File: config.mk
export PLATFORM = sky130hd
export DESIGN_NAME = mgmt_bus_master
export DESIGN_NICKNAME = d
export VERILOG_FILES = /design/src/rtl/mgb_pkg.sv /design/src/rtl/mgb_tick.sv /design/src/rtl/mgb_seq.sv /design/src/rtl/mgmt_bus_master.sv
export SDC_FILE = /design/constraint.sdc
export NUM_CORES = 1
export LEC_CHECK = 0
export ABC_AREA = 1
export BUFFER_PORTS_ARGS = -buffer_cell sky130_fd_sc_hd__buf_2
export CORE_ASPECT_RATIO = 2
export CORE_UTILIZATION = 30
export DETAILED_ROUTE_END_ITERATION = 7
export GPL_TIMING_DRIVEN = 0
export PLACE_DENSITY_LB_ADDON = 0.08
export SETUP_SLACK_MARGIN = 0.15
export SYNTH_ARGS = -nofsm -noshare
export SYNTH_HDL_FRONTEND = slang
export SYNTH_SLANG_ARGS = --single-unit
File: constraint.sdc
create_clock -name clk -period 2.1 [get_ports clk]
set_input_delay 0.21 -clock clk [delete_from_list [all_inputs] [get_ports clk]]
set_output_delay 0.21 -clock clk [all_outputs]
set_load 0.02 [all_outputs]
File: src/rtl/mgb_pkg.sv
package mgb_pkg;

    localparam logic [3:0] CMD_TAG = 4'hA;
    localparam logic [2:0] CMD_SUB = 3'b100;

    typedef enum logic [2:0] {
        PH_IDLE,
        PH_START,
        PH_TX,
        PH_ACK,
        PH_RX,
        PH_MACK,
        PH_STOP
    } phase_e;

    typedef struct packed {
        logic        rd;
        logic [15:0] addr;
        logic [15:0] wdata;
    } req_t;

    typedef struct packed {
        logic sck;
        logic sck_oe;
        logic sda;
        logic sda_oe;
    } pins_t;

    function automatic logic [7:0] frame_byte(input req_t r, input logic [2:0] idx);
        case (idx)
            3'd0:    return {CMD_TAG, CMD_SUB, r.rd};
            3'd1:    return r.addr[7:0];
            3'd2:    return r.addr[15:8];
            3'd3:    return r.wdata[7:0];
            default: return r.wdata[15:8];
        endcase
    endfunction

endpackage

File: src/rtl/mgb_tick.sv
module mgb_tick #(
    parameter int DIV_W = 8
) (
    input  logic             clk,
    input  logic             rst,
    input  logic             run,
    input  logic [DIV_W-1:0] limit,
    output logic             tick
);
    logic [DIV_W-1:0] cnt;

    assign tick = run && (cnt >= limit);

    always_ff @(posedge clk) begin
        if (rst || !run) begin
            cnt <= '0;
        end else if (tick) begin
            cnt <= '0;
        end else begin
            cnt <= cnt + 1'b1;
        end
    end
endmodule

File: src/rtl/mgb_seq.sv
module mgb_seq
    import mgb_pkg::*;
#(
    parameter int RETRY_MAX = 5
) (
    input  logic        clk,
    input  logic        rst,
    input  logic        tick,
    input  logic        start,
    input  req_t        req_in,
    input  logic        sda_i,
    output logic        busy,
    output logic        done,
    output logic        err,
    output logic [15:0] rdata,
    output pins_t       pins
);
    localparam int RTW = $clog2(RETRY_MAX + 1);
    localparam logic [2:0] IDX_ADDR_HI = 3'd2;
    localparam logic [2:0] IDX_RX_LO   = 3'd3;
    localparam logic [2:0] IDX_LAST    = 3'd4;

    phase_e         phase;
    logic [2:0]     step;
    logic [2:0]     bitn;
    logic [2:0]     idx;
    logic [RTW-1:0] retry;
    req_t           req;
    logic [6:0]     shreg;
    logic           err_flag;
    logic [7:0]     cur_byte;

    assign busy     = (phase != PH_IDLE);
    assign cur_byte = frame_byte(req, idx);

    always_ff @(posedge clk) begin
        if (rst) begin
            phase    <= PH_IDLE;
            step     <= '0;
            bitn     <= '0;
            idx      <= '0;
            retry    <= '0;
            req      <= '0;
            shreg    <= '0;
            err_flag <= 1'b0;
            rdata    <= '0;
            pins     <= '0;
            done     <= 1'b0;
            err      <= 1'b0;
        end else begin
            done <= 1'b0;
            err  <= 1'b0;
            if (phase == PH_IDLE) begin
                if (start) begin
                    req      <= req_in;
                    phase    <= PH_START;
                    step     <= '0;
                    err_flag <= 1'b0;
                    rdata    <= '0;
                end
            end else if (tick) begin
                case (phase)
                    PH_START: begin
                        case (step)
                            3'd0:       pins <= '{sck: 1'b0, sck_oe: 1'b1, sda: 1'b1, sda_oe: 1'b1};
                            3'd1, 3'd3: pins.sck <= 1'b1;
                            3'd2, 3'd5: pins.sck <= 1'b0;
                            3'd4:       pins.sda <= 1'b0;
                            default:    pins.sda <= 1'b1;
                        endcase
                        if (step == 3'd6) begin
                            phase <= PH_TX;
                            step  <= '0;
                            bitn  <= 3'd7;
                            idx   <= '0;
                        end else begin
                            step <= step + 1'b1;
                        end
                    end
                    PH_TX: begin
                        case (step)
                            3'd0: begin
                                pins.sda    <= cur_byte[bitn];
                                pins.sda_oe <= 1'b1;
                            end
                            3'd1:    pins.sck <= 1'b1;
                            default: pins.sck <= 1'b0;
                        endcase
                        if (step == 3'd2) begin
                            step <= '0;
                            if (bitn == 3'd0) begin
                                phase <= PH_ACK;
                                retry <= '0;
                            end else begin
                                bitn <= bitn - 1'b1;
                            end
                        end else begin
                            step <= step + 1'b1;
                        end
                    end
                    PH_ACK, PH_RX: begin
                        case (step)
                            3'd0:    pins.sda_oe <= 1'b0;
                            3'd1:    pins.sck <= 1'b1;
                            default: pins.sck <= 1'b0;
                        endcase
                        if (step != 3'd2) begin
                            step <= step + 1'b1;
                        end else begin
                            step <= '0;
                            if (phase == PH_RX) begin
                                shreg <= {shreg[5:0], sda_i};
                                if (bitn == 3'd0) begin
                                    if (idx == IDX_RX_LO) rdata[7:0]  <= {shreg, sda_i};
                                    else                  rdata[15:8] <= {shreg, sda_i};
                                    phase <= PH_MACK;
                                end else begin
                                    bitn <= bitn - 1'b1;
                                end
                            end else if (!sda_i) begin
                                pins.sda_oe <= 1'b1;
                                pins.sda    <= 1'b0;
                                bitn        <= 3'd7;
                                idx         <= idx + 1'b1;
                                if (!req.rd && idx == IDX_LAST)      phase <= PH_STOP;
                                else if (req.rd && idx == IDX_ADDR_HI) phase <= PH_RX;
                                else                                   phase <= PH_TX;
                            end else if (retry == RTW'(RETRY_MAX)) begin
                                err_flag <= 1'b1;
                                phase    <= PH_STOP;
                            end else begin
                                retry <= retry + 1'b1;
                            end
                        end
                    end
                    PH_MACK: begin
                        case (step)
                            3'd0: begin
                                pins.sda_oe <= 1'b1;
                                pins.sda    <= (idx != IDX_RX_LO);
                            end
                            3'd1:    pins.sck <= 1'b1;
                            default: pins.sck <= 1'b0;
                        endcase
                        if (step == 3'd2) begin
                            step <= '0;
                            if (idx == IDX_RX_LO) begin
                                idx   <= IDX_LAST;
                                bitn  <= 3'd7;
                                phase <= PH_RX;
                            end else begin
                                phase <= PH_STOP;
                            end
                        end else begin
                            step <= step + 1'b1;
                        end
                    end
                    PH_STOP: begin
                        case (step)
                            3'd0: begin
                                pins.sda_oe <= 1'b1;
                                pins.sda    <= 1'b0;
                                pins.sck    <= 1'b1;
                            end
                            3'd1:             pins.sda <= 1'b1;
                            3'd2, 3'd4, 3'd6: pins.sck <= 1'b1;
                            3'd3, 3'd5:       pins.sck <= 1'b0;
                            default: begin
                                pins  <= '0;
                                done  <= 1'b1;
                                err   <= err_flag;
                                phase <= PH_IDLE;
                            end
                        endcase
                        if (step != 3'd7) step <= step + 1'b1;
                    end
                    default: phase <= PH_IDLE;
                endcase
            end
        end
    end
endmodule

File: src/rtl/mgmt_bus_master.sv
module mgmt_bus_master
    import mgb_pkg::*;
#(
    parameter int DIV_W     = 8,
    parameter int RETRY_MAX = 5
) (
    input  logic             clk,
    input  logic             rst,
    input  logic             start,
    input  logic             rd,
    input  logic [15:0]      addr,
    input  logic [15:0]      wdata,
    input  logic [DIV_W-1:0] half_div,
    output logic             busy,
    output logic             done,
    output logic             err,
    output logic [15:0]      rdata,
    output logic             sck_o,
    output logic             sck_oe,
    output logic             sda_o,
    output logic             sda_oe,
    input  logic             sda_i
);
    logic  tick;
    req_t  req;
    pins_t pins;

    assign req = '{rd: rd, addr: addr, wdata: wdata};

    mgb_tick #(.DIV_W(DIV_W)) u_tick (
        .clk   (clk),
        .rst   (rst),
        .run   (busy),
        .limit (half_div),
        .tick  (tick)
    );

    mgb_seq #(.RETRY_MAX(RETRY_MAX)) u_seq (
        .clk    (clk),
        .rst    (rst),
        .tick   (tick),
        .start  (start),
        .req_in (req),
        .sda_i  (sda_i),
        .busy   (busy),
        .done   (done),
        .err    (err),
        .rdata  (rdata),
        .pins   (pins)
    );

    assign sck_o  = pins.sck;
    assign sck_oe = pins.sck_oe;
    assign sda_o  = pins.sda;
    assign sda_oe = pins.sda_oe;
endmodule

==> results_dict.tcl <==
set metrics [dict create \
    status "finished clean" \
    post-route-period-util_pct 91.6 \
    clockBufferDepth 2 \
    yosysTopAreaCell "dfxtp_1" \
    cts_made_buffers 9 \
    grt_use_total_pct 19.2 \
    grt_pass1_wl_mm 23.7 \
    via_per_inst 4.71 \
    fin_skew_ns 0.0107 \
    yosysMostFrequentCell "nand2_1" \
    worst_r2r_endpoint "u_seq.rdata[7]$_SDFFE_PP0P_" \
    die_h_microns 178 \
    die_w_microns 89.9 \
    crit_family "simple AND/OR/NAND/NOR gates" \
    n_antenna_cell 0 \
    endpoint_kind "flip-flop" \
    drc 0 \
    async_flop_share_pct 0 \
    routed-via-count 4671 \
    wl_per_cell_microns 15.2 \
    final_area_sq_um 6200 \
    synth_top_area_share_pct 37.1 \
    antenna_found_initial 0 \
    synthTopCellsByCount "nand2_1, dfxtp_1, inv_1, a21oi_1, nor2_1" \
    placed_area_sq_um 5220 \
    hold_violations 0 \
    crit_fanout 10 \
    ant_nets 0 \
    dieArea_sq_um 16000 \
    drive_gt1_share_pct 27.6 \
    drt-total-wl_mm 15.1 \
    crit_buf_inv 3 \
    cp.arrival_ns 2.19 \
    grt_max_degree 17 \
    crit_path_top_delay_cell "dfxtp_1" \
    cap_violations 0 \
    setup_viol 0 \
    drt-pass1-iter-count 4 \
    hold_depth 3 \
    synth_ff_type "dfxtp_1" \
    io_pins 68 \
    multi_input_area_sq_um 2870 \
    cts_htree_levels 3 \
    seqCellArea_sq_um 1740 \
    gp_congestion 0.907 \
    coreArea_sq_um 15000 \
    relSlewSlack_pct 48.6 \
    ys_types 39 \
    synth_warnings 0 \
    n_fill_cell 1637 \
    synth-seq-cells 86 \
    clockRootBuffer "clkbuf_16" \
    ff2ff_path_depth 10 \
    leakagePower_nw 2.68 \
    tightest_slew_ns 0.771 \
    syn-cell-area_sq_um 4640 \
    report.final.slew_viol_count 0 \
    crit_cells 10 \
    grt_overflow 0 \
    vdd_drop_max_mv 0.587 \
    hold_class "input port to flip-flop" \
    syn-num-nets 748 \
    synth_edf_count 0 \
    nets 861 \
    cp_cell_sequence "buf_6, nor2_4, inv_2, nor2_8, nand2_4, a21oi_4, nand3_4, buf_4, or2_0, a21oi_2" \
    cp_slowest_stage_delay_ns 0.31 \
    clk_latency_ns 0.34 \
    dp.final_hpwl_mm 11.6 \
    clk_pin_slew_ns 0.07 \
    clkSinkCount 86 \
    required_ns 2.37 \
    syn2layout_area_growth_pct 33.8 \
    fmax_mhz 520 \
    cp-start-kind "flip-flop" \
    worstReg2RegStart "u_seq.phase[0]$_SDFFE_PP0P_" \
    crit_type "flip-flop to flip-flop" \
    initial_utilization_pct 31.0 \
    io_buffers 67 \
    final_cells 991 \
    drt_iter0_markers 111 \
    min_from "addr[2]" \
    seq_area_frac_synth_pct 37.1 \
    cts_tree "built" \
    first_global_vias 4779 \
    synthTopCellsByArea "dfxtp_1, nand2_1, a21oi_1" \
    avgSynthCellArea_sq_um 6.84 \
    power.density_nw_per_um2 1110 \
    place_inst 940 \
    rows 63 \
    rsz0062_at_grt "yes" \
    period_needed_ns 1.92 \
    r2r_slack_ns 0.18 \
    syn_inst 678 \
    hold_end "u_seq.req[18]$_SDFFE_PP0P_" \
]
## cell type report
type,count,area share (%)
multi-input cells,493,46.2
clock buffers,10,3.85
repair buffers,102,9.88
flip-flops and latches,86,28.1
inverters,77,4.98
plain buffers,22,2.24
clock inverters,6,0.827
well taps,195,3.93
## logic make-up (layout without fill, tap and decap cells)
| kind of cell | after synthesis | in the layout | synth area share, % |
|---|---|---|---|
| and+or+nand+nor | 338 | 338 | 32.0 |
| xor gates and xnor gates | 6 | 6 | 1.13 |
| AOI/OAI and AO/OA | 124 | 124 | 14.4 |
| adders and majority gates | 25 | 25 | 6.75 |
| DFF | 86 | 86 | 37.1 |
| buffers and inverters | 99 | 217 | 8.64 |
## worst register-to-register path, delay by kind of cell, from the launching register on
kind | cells | cell delay [ns]
compound gates | 2 | 0.40
buf+inv | 3 | 0.37
flops | 1 | 0.31
simple gates | 5 | 0.79
## report_power, final
part           internal, mW  switching, mW  total (mW)
registers              1.86          0.163        2.02
logic                  1.23           2.02        3.25
clock network         0.852          0.733        1.58
## worst max-delay path by stage
| stage | from | endpoint | slack (ns) |
|---|---|---|---|
| final | u_seq.phase[0]$_SDFFE_PP0P_ | u_seq.rdata[7]$_SDFFE_PP0P_ | 0.18 |
| after global routing | u_tick.cnt[1]$_SDFF_PP0_ | u_seq.rdata[14]$_SDFFE_PP0P_ | 0.03 |
| after CTS | u_tick.cnt[5]$_SDFF_PP0_ | u_seq.rdata[14]$_SDFFE_PP0P_ | 0.1 |
| after detailed placement | u_seq.idx[2]$_SDFFE_PP0P_ | u_seq.pins[1]$_SDFFE_PP0P_ | -0.41 |
| after global placement | u_seq.step[0]$_SDFFE_PP0P_ | u_seq.phase[2]$_SDFFE_PP0P_ | -0.42 |
| after floorplan | u_seq.step[0]$_SDFFE_PP0P_ | u_seq.phase[1]$_SDFFE_PP0P_ | 0.26 |
## timing repair
| action | CTS | global route |
|---|---|---|
| buffers inserted | 19 | 15 |
| gates cloned | 1 | 0 |
| hold buffers | 0 | 0 |
| resized for setup | 56 | 77 |
| endpoints found under the setup margin | 52 | 60 |
| pin swaps | 15 | 19 |
## metal layers
metal / vias up / wire length, microns / track usage (%) / share of wire [%]
li1: 2420 / - / - / -
met1: 2142 / 5610 / 18.4 / 37
met2: 83 / 8540 / 39.5 / 57
met3: 26 / 355 / 2.49 / 2.4
met4: 0 / 555 / 8.94 / 3.7
met5: - / 0 / 0 / 0
## per-stage QoR
stage | setup TNS (ns) | power [mW] | util, % | setup slack (ns) | hold slack, ns
detailed placement | -6.50 | 4.52 | 34.8 | -0.406 | 0.453
floorplan | 0 | 3.78 | - | 0.260 | 0.355
CTS | 0 | 6.52 | 39.0 | 0.0973 | 0.101
global route | 0 | 7.32 | 41.4 | 0.0347 | 0.111
global placement | -6.72 | 4.51 | 34.8 | -0.415 | 0.447
finish | 0 | 6.85 | 41.4 | 0.177 | 0.109
## cells in the final DEF, fill, tap and decap left out, types with 3 or more instances in the layout
master      synthesis  routed
nand2_1           175     159
dfxtp_1            86      75
buf_2               2      68
a21oi_1            72      67
inv_1              73      62
nor2_1             69      60
nand3_1            49      45
buf_4               1      32
o21ai_0            36      29
or2_0              17      16
nand2_2             2      14
ha_1               25      12
clkbuf_1           14      11
buf_6               3       9
inv_2               4       9
nand4_1             9       9
ha_4                0       9
clkbuf_16           0       9
dfxtp_2             0       8
nor2_4              1       7
nand2_4             2       5
nor2_2              2       5
o21ai_1             2       5
xor2_1              5       5
inv_4               0       4
inv_6               0       4
nand3_2             3       4
a21oi_2             0       4
ha_2                0       4
o21ai_2             0       3
nand3_4             0       3
nor3_1              3       3
clkinvlp_4          0       3
dfxtp_4             0       3
## state kept, by name, indices dropped and copies added (netlist names)
register and count:
u_seq.phase 3, u_seq.err_flag 1, u_seq.req 33, u_seq.pins 4, u_seq.idx 3, u_seq.err 1
u_seq.shreg 7, u_seq.step 3, u_seq.bitn 3, u_tick.cnt 8, u_seq.rdata 16, u_seq.retry 3
u_seq.done 1
Power figures use the tool's default switching activity.
